[src/rtl/a429_pkg.sv]
// Shared types and helpers for the serial avionics word transmitter.
// Assumes a 32-bit word with ARINC bit n stored at index n-1.
package a429_pkg;

    localparam int WORD_W = 32;

    typedef enum logic [1:0] {
        ST_IDLE,
        ST_SEND,
        ST_GAP
    } tx_state_t;

    // Clears the bits beyond the word length and writes parity into the last bit.
    function automatic logic [WORD_W-1:0] build_frame(
        input logic [WORD_W-1:0] w,
        input logic              l32,
        input logic              even
    );
        logic [WORD_W-1:0] f;
        if (l32) begin
            f = {1'b0, w[30:0]};
            f[31] = (^f) ^ ~even;
        end else begin
            f = {8'h00, w[23:0]};
            f[24] = (^f) ^ ~even;
        end
        return f;
    endfunction

endpackage

[src/rtl/a429_fifo.sv]
// Word queue: a circular buffer of DEPTH entries with a head-of-queue read port.
// A push into a full queue is dropped. The caller never pops an empty queue.
module a429_fifo #(
    parameter int W     = 32,
    parameter int DEPTH = 8
) (
    input  logic         clk,
    input  logic         rst_n,
    input  logic         push,
    input  logic [W-1:0] wdata,
    input  logic         pop,
    output logic [W-1:0] rdata,
    output logic         empty
);
    localparam int AW = (DEPTH > 1) ? $clog2(DEPTH) : 1;
    localparam int CW = $clog2(DEPTH + 1);

    logic [W-1:0]  mem [DEPTH];
    logic [AW-1:0] wr_ptr, rd_ptr;
    logic [CW-1:0] count;
    logic          full, do_push, do_pop;

    assign full    = (count == CW'(DEPTH));
    assign empty   = (count == '0);
    assign do_push = push && !full;
    assign do_pop  = pop && !empty;
    assign rdata   = mem[rd_ptr];

    // Storage write; holds no reset because entries are only read once written.
    always_ff @(posedge clk) begin
        if (do_push) mem[wr_ptr] <= wdata;
    end

    // Pointer and occupancy bookkeeping with wrap at DEPTH.
    always_ff @(posedge clk) begin
        if (!rst_n) begin
            wr_ptr <= '0;
            rd_ptr <= '0;
            count  <= '0;
        end else begin
            if (do_push) wr_ptr <= (wr_ptr == AW'(DEPTH - 1)) ? '0 : wr_ptr + 1'b1;
            if (do_pop)  rd_ptr <= (rd_ptr == AW'(DEPTH - 1)) ? '0 : rd_ptr + 1'b1;
            case ({do_push, do_pop})
                2'b10:   count <= count + 1'b1;
                2'b01:   count <= count - 1'b1;
                default: count <= count;
            endcase
        end
    end

    // occupancy never exceeds the depth
    a_r3_no_overflow: assert property (@(posedge clk) disable iff (!rst_n)
        count <= CW'(DEPTH));
    // a push into a full queue leaves the occupancy unchanged
    a_r3_full_push_dropped: assert property (@(posedge clk) disable iff (!rst_n)
        (push && full && !pop) |=> $stable(count));
    // any push leaves the queue non-empty
    a_r4_push_nonempty: assert property (@(posedge clk) disable iff (!rst_n)
        push |=> !empty);

endmodule

[src/rtl/a429_ser.sv]
// Bit serializer: takes a word when one is offered and the line is free, then sends
// it as return-to-zero cells of TICKS clocks, label first, followed by a null gap.
// Assumes TICKS is even, so the active half and the null half are equal.
module a429_ser
    import a429_pkg::*;
#(
    parameter int TICKS    = 10,
    parameter int GAP_BITS = 4
) (
    input  logic              clk,
    input  logic              rst_n,
    input  logic              avail,
    input  logic [WORD_W-1:0] word,
    input  logic              len32,
    input  logic              par_even,
    output logic              take,
    output logic              tx_one,
    output logic              tx_zero,
    output logic              loop_bit
);
    localparam int TW   = $clog2(TICKS);
    localparam int HALF = TICKS / 2;
    localparam int BW   = $clog2(WORD_W) + 1;

    tx_state_t         state;
    logic [TW-1:0]     tick;
    logic [BW-1:0]     bitn, lastbit;
    logic [WORD_W-1:0] frame;
    logic [4:0]        idx;
    logic              cell_end, gap_done, cur_bit, sending;

    assign cell_end = (tick == TW'(TICKS - 1));
    assign gap_done = (state == ST_GAP) && cell_end && (bitn == BW'(GAP_BITS - 1));
    assign take     = avail && ((state == ST_IDLE) || gap_done);

    // Maps the cell number to the stored bit index: label reversed, then ascending.
    always_comb begin
        if (bitn < BW'(8)) idx = 5'(7 - bitn);
        else               idx = bitn[4:0];
    end

    assign cur_bit  = frame[idx];
    assign sending  = (state == ST_SEND);
    assign tx_one   = sending && (tick < TW'(HALF)) && cur_bit;
    assign tx_zero  = sending && (tick < TW'(HALF)) && !cur_bit;
    assign loop_bit = sending && cur_bit;

    // Cell, bit and gap sequencing; a take has priority and starts a fresh word.
    always_ff @(posedge clk) begin
        if (!rst_n) begin
            state   <= ST_IDLE;
            tick    <= '0;
            bitn    <= '0;
            lastbit <= '0;
            frame   <= '0;
        end else if (take) begin
            state   <= ST_SEND;
            tick    <= '0;
            bitn    <= '0;
            lastbit <= len32 ? BW'(31) : BW'(24);
            frame   <= build_frame(word, len32, par_even);
        end else begin
            case (state)
                ST_SEND: begin
                    if (cell_end) begin
                        tick <= '0;
                        if (bitn == lastbit) begin
                            state <= ST_GAP;
                            bitn  <= '0;
                        end else begin
                            bitn <= bitn + 1'b1;
                        end
                    end else begin
                        tick <= tick + 1'b1;
                    end
                end
                ST_GAP: begin
                    if (cell_end) begin
                        tick <= '0;
                        if (bitn == BW'(GAP_BITS - 1)) begin
                            state <= ST_IDLE;
                            bitn  <= '0;
                        end else begin
                            bitn <= bitn + 1'b1;
                        end
                    end else begin
                        tick <= tick + 1'b1;
                    end
                end
                default: ;
            endcase
        end
    end

    // the two line outputs are never high together
    a_r6_exclusive_lines: assert property (@(posedge clk) disable iff (!rst_n)
        !(tx_one && tx_zero));
    // no word is taken while a word is still being sent
    a_r9_no_take_midword: assert property (@(posedge clk) disable iff (!rst_n)
        take |-> (state != ST_SEND));
    // an active half-cell lasts longer than one clock
    a_r6_half_cell_held: assert property (@(posedge clk) disable iff (!rst_n)
        $rose(tx_one || tx_zero) |=> (tx_one || tx_zero));

endmodule

[src/rtl/a429_tx_top.sv]
// Transmitter top: assembles host half-words, queues them, and hands them to the
// serializer. Assumes the clock runs at ten times the bit rate and that the
// host pulses the first-half strobe before the second-half strobe.
module a429_tx_top #(
    parameter int DEPTH    = 8,
    parameter int TICKS    = 10,
    parameter int GAP_BITS = 4
) (
    input  logic        clk,
    input  logic        rst_n,
    input  logic [15:0] host_data,
    input  logic        load_first,
    input  logic        load_second,
    input  logic        par_even,
    input  logic        len32,
    output logic        tx_one,
    output logic        tx_zero,
    output logic        loop_bit,
    output logic        queue_empty
);
    import a429_pkg::*;

    logic [15:0]       low_half;
    logic [WORD_W-1:0] head_word;
    logic              take;

    // Holds the first half-word until the second strobe arrives.
    always_ff @(posedge clk) begin
        if (!rst_n)          low_half <= '0;
        else if (load_first) low_half <= host_data;
    end

    a429_fifo #(
        .W     (WORD_W),
        .DEPTH (DEPTH)
    ) u_fifo (
        .clk   (clk),
        .rst_n (rst_n),
        .push  (load_second),
        .wdata ({host_data, low_half}),
        .pop   (take),
        .rdata (head_word),
        .empty (queue_empty)
    );

    a429_ser #(
        .TICKS    (TICKS),
        .GAP_BITS (GAP_BITS)
    ) u_ser (
        .clk      (clk),
        .rst_n    (rst_n),
        .avail    (!queue_empty),
        .word     (head_word),
        .len32    (len32),
        .par_even (par_even),
        .take     (take),
        .tx_one   (tx_one),
        .tx_zero  (tx_zero),
        .loop_bit (loop_bit)
    );

    // the serializer only takes a word while the queue reports data
    a_r4_take_has_data: assert property (@(posedge clk) disable iff (!rst_n)
        take |-> !queue_empty);

endmodule

[config.mk]
export PLATFORM = sky130hd
export DESIGN_NAME = a429_tx_top
export DESIGN_NICKNAME = d
export VERILOG_FILES = /design/src/rtl/a429_pkg.sv /design/src/rtl/a429_fifo.sv /design/src/rtl/a429_ser.sv /design/src/rtl/a429_tx_top.sv
export SDC_FILE = /design/constraint.sdc
export NUM_CORES = 1
export LEC_CHECK = 0
export ABC_AREA = 1
export BUFFER_PORTS_ARGS = -buffer_cell sky130_fd_sc_hd__buf_4
export CAP_MARGIN = 20
export CELL_PAD_IN_SITES_DETAIL_PLACEMENT = 1
export CELL_PAD_IN_SITES_GLOBAL_PLACEMENT = 2
export CORE_UTILIZATION = 44
export DETAILED_ROUTE_END_ITERATION = 10
export GPL_TIMING_DRIVEN = 0
export PLACE_DENSITY_LB_ADDON = 0.1
export SLEW_MARGIN = 20
export SYNTH_ARGS = -nofsm -noshare
export SYNTH_HDL_FRONTEND = slang
export SYNTH_SLANG_ARGS = --single-unit
[constraint.sdc]
create_clock -name clk -period 4.05 [get_ports clk]
set_input_delay 0.405 -clock clk [delete_from_list [all_inputs] [get_ports clk]]
set_output_delay 0.405 -clock clk [all_outputs]
set_load 0.005 [all_outputs]
==> impl_metrics.json, run 1 <==
{
  "r2r_slack_ps": 910,
  "synth_cell_types": 40,
  "grt_util_all_layers_pct": 27.8,
  "drv_slew": 0,
  "cts.clk_slew.worst_paths_ps": 60,
  "yosysTopAreaCellShare_pct": 52.1,
  "core_region_area_mm2": 0.0317,
  "reg2regPathDepth": 19,
  "clock_skew_ps": 24.5,
  "min_from": "host_data[9]",
  "maxCapViolations": 0,
  "cts_made_buffers": 37,
  "yosys_warnings": 0,
  "critPathMaxStageDelay_ps": 580,
  "p_leak_nw": 6.81,
  "place_inst": 1964,
  "swShare_pct": 40.2,
  "num_rows": 65,
  "ioPinCount": 26,
  "cp-end-kind": "output port",
  "initial_utilization_pct": 45.0,
  "final_layout_size_suffix_gt1_share_pct": 8.74,
  "drt_iter0_drc": 732,
  "synth_edf_count": 248,
  "overflow": 0,
  "worst-path-buf-inv": 3,
  "combPwrFrac_pct": 39.2,
  "cts_max_path_buffers": 3,
  "cp_top_family": "simple AND/OR/NAND/NOR gates",
  "netSwitchingPower_mw": 4.78,
  "synth.avg_cell_area_um2": 9.36,
  "fin_crit_sh_pct": 88.0,
  "syn_nets": 1560,
  "slew_headroom_pct": 40.3,
  "grt_max_degree": 18,
  "post_drt_via_cell_ratio": 5.41,
  "hold_depth": 1,
  "cts-hold-fix-buffers": 0,
  "rsz0062_at_grt": "false",
  "grt_pass1_wl_mm": 68.0,
  "clockRootBuffer": "clkbuf_16",
  "ys.flop_type": "edfxtp_1",
  "routed_wl_mm": 44.8,
  "postCtsSetupRepairBufs": 0,
  "ir_drop_mv": 0.317,
  "htree_num_levels": 2,
  "cts_resized": 0,
  "crit_type": "reg2out",
  "seq_power_share_pct": 34.3,
  "timing.rr.end": "u_ser.frame[31]$_SDFFE_PN0P_",
  "gp_congestion": 0.807,
  "ant_nets": 0,
  "cp_slowest_cell": "xor2_1",
  "path_cells": "nor2_1 -> nand2_2 -> xor2_1 -> inv_1 -> o21ai_0 -> o221ai_1 -> nand3_1 -> o21ai_1 -> nand2_1 -> o21ai_1 -> inv_2 -> nor2_1 -> buf_4",
  "final-hold-violation-count": 0,
  "status": "finished clean",
  "min_to": "u_fifo.mem[4][25]$_DFFE_PP_",
  "synthToLayoutAreaGrowth_pct": 15.2,
  "cp_max_fo": 9,
  "drtPass1Iterations": 5,
  "die_w_um": 182,
  "yosys-top-cells-area": "edfxtp_1 (52%), nand2_1 (12%), dfxtp_1 (11%)",
  "p_int_mw": 7.09,
  "fin_util_pct": 51.9,
  "antenna_found_initial": 4,
  "cp.required_ps": 3640,
  "worst_slew_pin_slew_ps": 895,
  "yosysSeqAreaShare_pct": 62.6,
  "syn_area_mm2": 0.0143,
  "synth_cells": 1526,
  "stdcell_count": 2028,
  "place_area_mm2": 0.0153,
  "stdcell_area_mm2": 0.0165,
  "worst_skew_pair.late_latency_ps": 530,
  "clkPwrFrac_pct": 26.5,
  "fmax_mhz": 280,
  "wire_per_inst_um": 22.1,
  "drc_errors": 0,
  "port_buffers": 25,
  "synthArstFlopShare_pct": 0,
  "nNetsFinal": 1635,
  "arrival_ps": 3160,
  "die_h_um": 182,
  "tritoncts": "yes",
  "power_density_mw_per_mm2": 721,
  "power.total_mw": 11.9,
  "die-area_mm2": 0.0332,
  "ys_ff_latch": 323,
  "startpoint_type": "register",
  "cts_sinks": 323,
  "vias": 11000,
  "hold_class": "in2reg",
  "setup-violations-final": 0,
  "hpwl_mm": 31.4,
  "yosys.area.top_type": "edfxtp_1",
  "fin_crit_ps": 3570,
  "grt_pass1_vias": 11300
}
[metal layers]
layer / GRT usage, % / part of all wire (%) / vias up
met2: 47.4 / 48 / 328
met4: 8.67 / 2.8 / 0
met3: 4.55 / 6.6 / 86
met5: 0 / 0 / -
li1: - / - / 5181
met1: 36.4 / 42 / 5370
[registers in the layout, summed over array words and instances, names as in the netlist, named ones only]
register / count
u_ser.frame: 32
u_fifo.wr_ptr: 3
u_ser.lastbit: 2
u_fifo.count: 4
u_ser.bitn: 6
u_fifo.mem: 248
low_half: 16
u_ser.state: 2
u_fifo.rd_ptr: 3
u_ser.tick: 4
[synth_stat cells, types with 2 or more instances]
cell type  instances
nand2_1          444
edfxtp_1         248
nor2_1           186
inv_1            151
o21ai_0          137
nand3_1          105
dfxtp_1           75
o21ai_1           26
clkbuf_1          25
buf_2             21
a21oi_1           14
ha_1              12
xor2_1            12
buf_6              9
o22ai_1            7
buf_4              6
o211ai_1           6
o221ai_1           6
o21ai_2            4
buf_1              3
inv_2              3
xnor2_1            3
a211oi_1           2
a22o_1             2
nand3b_1           2
nand4_1            2
nor3_1             2
[placed cells by master, fill, tap and decap left out, types with 4 or more instances in the layout]
cell type	count
ha_1	12
o21ai_2	4
dfxtp_1	75
buf_2	21
inv_1	151
nor2_1	178
clkinv_1	4
edfxtp_1	248
buf_4	31
buf_6	9
o21ai_1	26
clkbuf_8	7
clkbuf_16	37
clkbuf_1	34
a21oi_1	14
o21ai_0	137
buf_16	11
o221ai_1	6
o22ai_1	7
o211ai_1	6
nand2_1	444
nand3_1	105
nor2_4	8
xor2_1	12
[power by group through the flow]
stage          registers (mW)  logic [mW]  clock network [mW]
3_3_place_gp             4.14        4.39                   0
5_1_grt                  4.10        5.20                3.31
4_1_cts                  4.07        4.65                3.19
3_5_place_dp             4.14        4.61                   0
2_1_floorplan            4.08        2.97                   0
6_report                 4.07        4.65                3.15
[per-stage QoR]
step / hold WS, ps / setup TNS, ps / setup WS, ps
2_1_floorplan: 423 / 0 / 1440
3_3_place_gp: 436 / -46070 / -299
3_5_place_dp: 442 / 0 / 889
4_1_cts: 112 / 0 / 415
5_1_grt: 124 / 0 / 160
6_report: 125 / 0 / 484
[worst max-delay path by stage]
stage | endpoint | slack, ps | startpoint | depth (start not counted)
floorplan | u_fifo.mem[1][0]$_DFFE_PP_ | 1440 | u_fifo.count[1]$_SDFFE_PN0P_ | 7
global placement | u_fifo.mem[3][12]$_DFFE_PP_ | -300 | u_fifo.count[1]$_SDFFE_PN0P_ | 7
detailed placement | u_ser.frame[31]$_SDFFE_PN0P_ | 890 | register | 17
CTS | loop_bit | 410 | u_ser.bitn[3]$_SDFFE_PP0P_ | 13
global route | loop_bit | 160 | u_ser.bitn[3]$_SDFFE_PP0P_ | 13
finish | loop_bit | 480 | u_ser.bitn[3]$_SDFFE_PP0P_ | 13
[logic make-up after synthesis]
group | count (synthesis) | synth area share [%]
flops | 323 | 62.6
compound gates | 210 | 8.01
fa+ha+maj | 12 | 1.05
buf+inv | 220 | 6.61
simple gates | 745 | 20.7
xor+xnor | 16 | 1.03
[final cells by class]
type                       instances  area, µm²
multi-input combinational        983       4460
clock inverter                     7       40.0
tap                              402        503
inverter                         156        588
fill                            3603      15300
buffer                            64        357
timing repair buffer              36        490
clock buffer                      56       1080
sequential                       323       8950
antenna                            1       2.50
(Power assumes the default switching activity.)
==> inputs of run 2 (changes only) <==
Settings changed: CORE_UTILIZATION 44 to 45, CTS_BUF_LIST set to sky130_fd_sc_hd__clkbuf_8, CTS_CLUSTER_DIAMETER set to 60.
==> impl_metrics.json, run 2 (synthesized netlist as in run 1, its figures left out) <==
{
  "p_leak_nw": 6.82,
  "grt_pass1_vias": 11500,
  "critPathMaxStageDelay_ps": 600,
  "die_h_um": 180,
  "drtPass1Iterations": 5,
  "wire_per_inst_um": 21.2,
  "cp.required_ps": 3640,
  "path_cells": "nor2_1 -> nand2_2 -> xor2_1 -> inv_1 -> o21ai_0 -> o221ai_1 -> nand3_1 -> nand2_1 -> inv_1 -> o21ai_1 -> inv_2 -> nor2_1 -> buf_4",
  "overflow": 0,
  "final_common_cell": "nand2_1",
  "layout_common_cells": "nand2_1 (444), edfxtp_1 (248), nor2_1 (178)",
  "top_regs": "u_fifo.mem (248), u_ser.frame (32), low_half (16)",
  "power.total_mw": 11.4,
  "final-hold-violation-count": 0,
  "worst_skew_pair.late_latency_ps": 620,
  "ant_nets": 0,
  "cts_made_buffers": 53,
  "clock_skew_ps": 48.9,
  "hold_class": "in2reg",
  "rsz0062_at_grt": "false",
  "whs_ps": 40.2,
  "place_area_mm2": 0.0153,
  "stdcell_count": 2054,
  "fin_util_pct": 52.8,
  "power_density_mw_per_mm2": 701,
  "post_drt_via_cell_ratio": 5.36,
  "swShare_pct": 41.2,
  "status": "finished clean",
  "drc_errors": 0,
  "grt_pass1_wl_mm": 66.9,
  "cts.clk_slew.worst_paths_ps": 60,
  "hpwl_mm": 30.8,
  "routed_wl_mm": 43.5,
  "combPwrFrac_pct": 39.9,
  "fin_crit_sh_pct": 91.3,
  "regMostFlops": "u_fifo.mem",
  "p_int_mw": 6.72,
  "fmax_mhz": 270,
  "htree_num_levels": 2,
  "synthToLayoutAreaGrowth_pct": 14.1,
  "arrival_ps": 3290,
  "fin_crit_ps": 3700,
  "maxCapViolations": 0,
  "slew_headroom_pct": 39.0,
  "num_rows": 64,
  "crit_type": "reg2out",
  "final_layout_size_suffix_gt1_share_pct": 9.53,
  "worst_slew_pin_slew_ps": 915,
  "grt_util_all_layers_pct": 27.5,
  "tritoncts": "yes",
  "clockRootBuffer": "clkbuf_8",
  "setup-violations-final": 0,
  "gp_congestion": 0.825,
  "die-area_mm2": 0.0325,
  "place_inst": 1957,
  "cts_resized": 0,
  "ioPinCount": 26,
  "fin_tns_setup_ps": 0,
  "setup_ws_ps": 351,
  "core_region_area_mm2": 0.0309,
  "largest_reg_flops": 248,
  "pre_cts_ws_ps": 822,
  "cp-end-kind": "output port",
  "initial_utilization_pct": 46.2,
  "grt_max_degree": 19,
  "postCtsSetupRepairBufs": 0,
  "ir_drop_mv": 0.333,
  "insertedDiodeCount": 0,
  "cts_sinks": 323,
  "netSwitchingPower_mw": 4.71,
  "drv_slew": 0,
  "port_buffers": 25,
  "seq_power_share_pct": 35.6,
  "startpoint_type": "register",
  "cts-hold-fix-buffers": 0,
  "antenna_found_initial": 3,
  "cts_max_path_buffers": 3,
  "r2r_slack_ps": 810,
  "clkPwrFrac_pct": 24.5,
  "cp_max_fo": 9,
  "vias": 11000,
  "drt_iter0_drc": 796,
  "nNetsFinal": 1650,
  "die_w_um": 180,
  "cp_slowest_cell": "xor2_1",
  "stdcell_area_mm2": 0.0163
}
[run 2: power groups by stage]
stage	logic, mW	clock network [mW]	registers, mW
5_1_grt	5.16	2.99	4.10
4_1_cts	4.58	2.83	4.07
6_report	4.56	2.80	4.07
3_5_place_dp	4.55	0	4.14
2_1_floorplan	2.97	0	4.08
3_3_place_gp	4.35	0	4.14
[run 2: worst paths after layout]
check,startpoint,endpoint,cells after the start
hold / removal,host_data[7],u_fifo.mem[1][23]$_DFFE_PP_,1
setup / recovery,u_ser.bitn[3]$_SDFFE_PP0P_,loop_bit,13
setup reg to reg,register,u_ser.frame[31]$_SDFFE_PN0P_,17
hold reg to reg,u_ser.frame[31]$_SDFFE_PN0P_,u_ser.frame[31]$_SDFFE_PN0P_,2
[run 2: final cells by class]
cell class	instances	area, µm²
repair buffers	35	433
clock inverters	41	259
plain buffers	64	357
multi-input cells	983	4460
well taps	396	495
fillers	3577	14600
flip-flops and latches	323	8950
inverters	156	588
clock buffers	56	771
[run 2: critical path, delay by kind of cell, from the launching register on]
| kind | cells | cell delay (ps) |
|---|---|---|
| flip-flops | 1 | 400 |
| AO/OA/AOI/OAI | 3 | 450 |
| buffers and inverters | 4 | 610 |
| XOR/XNOR | 1 | 600 |
| AND/OR/NAND/NOR | 5 | 650 |
[run 2: layer usage]
metal  wire (µm)  global-route usage, %  part of all wire (%)
met3        2620                   4.37                   6.0
met2       20700                   46.1                    48
met1       19000                   36.5                    44
met5           0                      0                     0
met4        1160                   9.09                   2.7
==> inputs of run 3 (changes only) <==
Settings changed: RECOVER_POWER set to 50.
==> impl_metrics.json, run 3 (synthesized netlist as in run 1, its figures left out) <==
{
  "tritoncts": "yes",
  "vias": 11000,
  "wire_per_inst_um": 21.2,
  "fin_crit_sh_pct": 91.3,
  "port_buffers": 25,
  "worst_skew_pair.late_latency_ps": 620,
  "drtPass1Iterations": 5,
  "min_to": "low_half[15]$_SDFFE_PN0P_",
  "insertedDiodeCount": 0,
  "num_rows": 64,
  "arrival_ps": 3290,
  "fmax_mhz": 270,
  "cts_sinks": 323,
  "gp_congestion": 0.825,
  "antenna_found_initial": 3,
  "stdcell_area_mm2": 0.0162,
  "critPathMaxStageDelay_ps": 600,
  "overflow": 0,
  "power_density_mw_per_mm2": 705,
  "place_area_mm2": 0.0153,
  "layout_common_cells": "nand2_1 (444), edfxtp_1 (248), nor2_1 (179)",
  "cts_resized": 0,
  "p_leak_nw": 6.76,
  "min_from": "host_data[15]",
  "drt_iter0_drc": 807,
  "final_common_cell": "nand2_1",
  "timing.rr.end": "u_ser.frame[31]$_SDFFE_PN0P_",
  "crit_type": "reg2out",
  "cts_made_buffers": 53,
  "startpoint_type": "register",
  "cp_slowest_cell": "xor2_1",
  "drc_errors": 0,
  "post_drt_via_cell_ratio": 5.35,
  "hpwl_mm": 30.8,
  "status": "finished clean",
  "nNetsFinal": 1650,
  "path_cells": "nor2_1 -> nand2_2 -> xor2_1 -> inv_1 -> o21ai_0 -> o221ai_1 -> nand3_1 -> nand2_1 -> inv_1 -> o21ai_1 -> inv_2 -> nor2_1 -> buf_4",
  "cp-end-kind": "output port",
  "die_h_um": 180,
  "clockRootBuffer": "clkbuf_8",
  "grt_pass1_vias": 11500,
  "grt_util_all_layers_pct": 27.5,
  "rsz0062_at_grt": "false",
  "regMostFlops": "u_fifo.mem",
  "final_layout_size_suffix_gt1_share_pct": 8.44,
  "pre_cts_ws_ps": 822,
  "hold_class": "in2reg",
  "htree_num_levels": 2,
  "setup_ws_ps": 352,
  "clock_skew_ps": 53.3,
  "core_region_area_mm2": 0.0309,
  "cts.clk_slew.worst_paths_ps": 60,
  "grt_pass1_wl_mm": 66.9,
  "worst_slew_pin_slew_ps": 1230,
  "cp.required_ps": 3640,
  "stdcell_count": 2054,
  "ant_nets": 0,
  "drv_slew": 0,
  "postCtsSetupRepairBufs": 0,
  "die_w_um": 180,
  "final-hold-violation-count": 0,
  "grt_max_degree": 19,
  "setup-violations-final": 0,
  "r2r_slack_ps": 800,
  "fin_crit_ps": 3700,
  "cts_max_path_buffers": 3,
  "slew_headroom_pct": 18.1,
  "initial_utilization_pct": 46.2,
  "routed_wl_mm": 43.6,
  "die-area_mm2": 0.0325,
  "place_inst": 1957,
  "ir_drop_mv": 0.332,
  "cts-hold-fix-buffers": 0,
  "largest_reg_flops": 248,
  "hold_depth": 3,
  "cp_max_fo": 9,
  "ioPinCount": 26,
  "top_regs": "u_fifo.mem (248), u_ser.frame (32), low_half (16)",
  "reg2regPathDepth": 17,
  "synthToLayoutAreaGrowth_pct": 13.5,
  "maxCapViolations": 0
}
run 3: power by group:
| group | total, mW | switching [mW] | internal, mW |
|---|---|---|---|
| logic | 4.55 | 3.22 | 1.32 |
| clock network | 2.81 | 1.33 | 1.47 |
| registers | 4.07 | 0.163 | 3.91 |
run 3: critical path, delay by kind of cell, from the launching register on:
kind | cells | cell delay [ps]
XOR/XNOR | 1 | 600
buffers and inverters | 4 | 610
AND/OR/NAND/NOR | 5 | 650
AO/OA/AOI/OAI | 3 | 440
flip-flops | 1 | 400
run 3: metal layers:
metal | GRT usage (%) | up-vias | part of all wire [%]
li1 | - | 5236 | -
met1 | 36.5 | 5359 | 43
met2 | 46.1 | 303 | 47
met3 | 4.37 | 83 | 6.5
met4 | 9.09 | 0 | 2.8
met5 | 0 | - | 0
run 3: worst max path at each step:
stage / start / to / slack, ps / depth (start not counted)
final: u_ser.bitn[3]$_SDFFE_PP0P_ / loop_bit / 350 / 13
after global routing: u_ser.bitn[3]$_SDFFE_PP0P_ / loop_bit / 120 / 13
after CTS: u_ser.bitn[3]$_SDFFE_PP0P_ / loop_bit / 310 / 13
after floorplan: u_fifo.count[1]$_SDFFE_PN0P_ / u_fifo.mem[1][0]$_DFFE_PP_ / 1440 / 7
after global placement: u_fifo.count[1]$_SDFFE_PN0P_ / u_fifo.mem[3][12]$_DFFE_PP_ / -330 / 7
after detailed placement: register / u_ser.frame[31]$_SDFFE_PN0P_ / 820 / 17
run 3: cell type report:
| type | count | area, µm² |
|---|---|---|
| fillers | 3585 | 14700 |
| clock inverters | 41 | 259 |
| flip-flops and latches | 323 | 8950 |
| plain buffers | 64 | 357 |
| multi-input cells | 983 | 4450 |
| well taps | 396 | 495 |
| clock buffers | 56 | 771 |
| inverters | 156 | 588 |
| repair buffers | 35 | 349 |
run 3: metrics by stage:
| step | TNS (ps) | util [%] | power (mW) | hold slack [ps] |
|---|---|---|---|---|
| floorplan | 0 | - | 7.05 | 423 |
| global placement | -28190 | 48.4 | 8.49 | 440 |
| detailed placement | 0 | 49.4 | 8.69 | 442 |
| CTS | 0 | 52.8 | 11.5 | 7.25 |
| global route | 0 | 52.5 | 12.2 | 57.3 |
| finish | 0 | 52.5 | 11.4 | 62.6 |
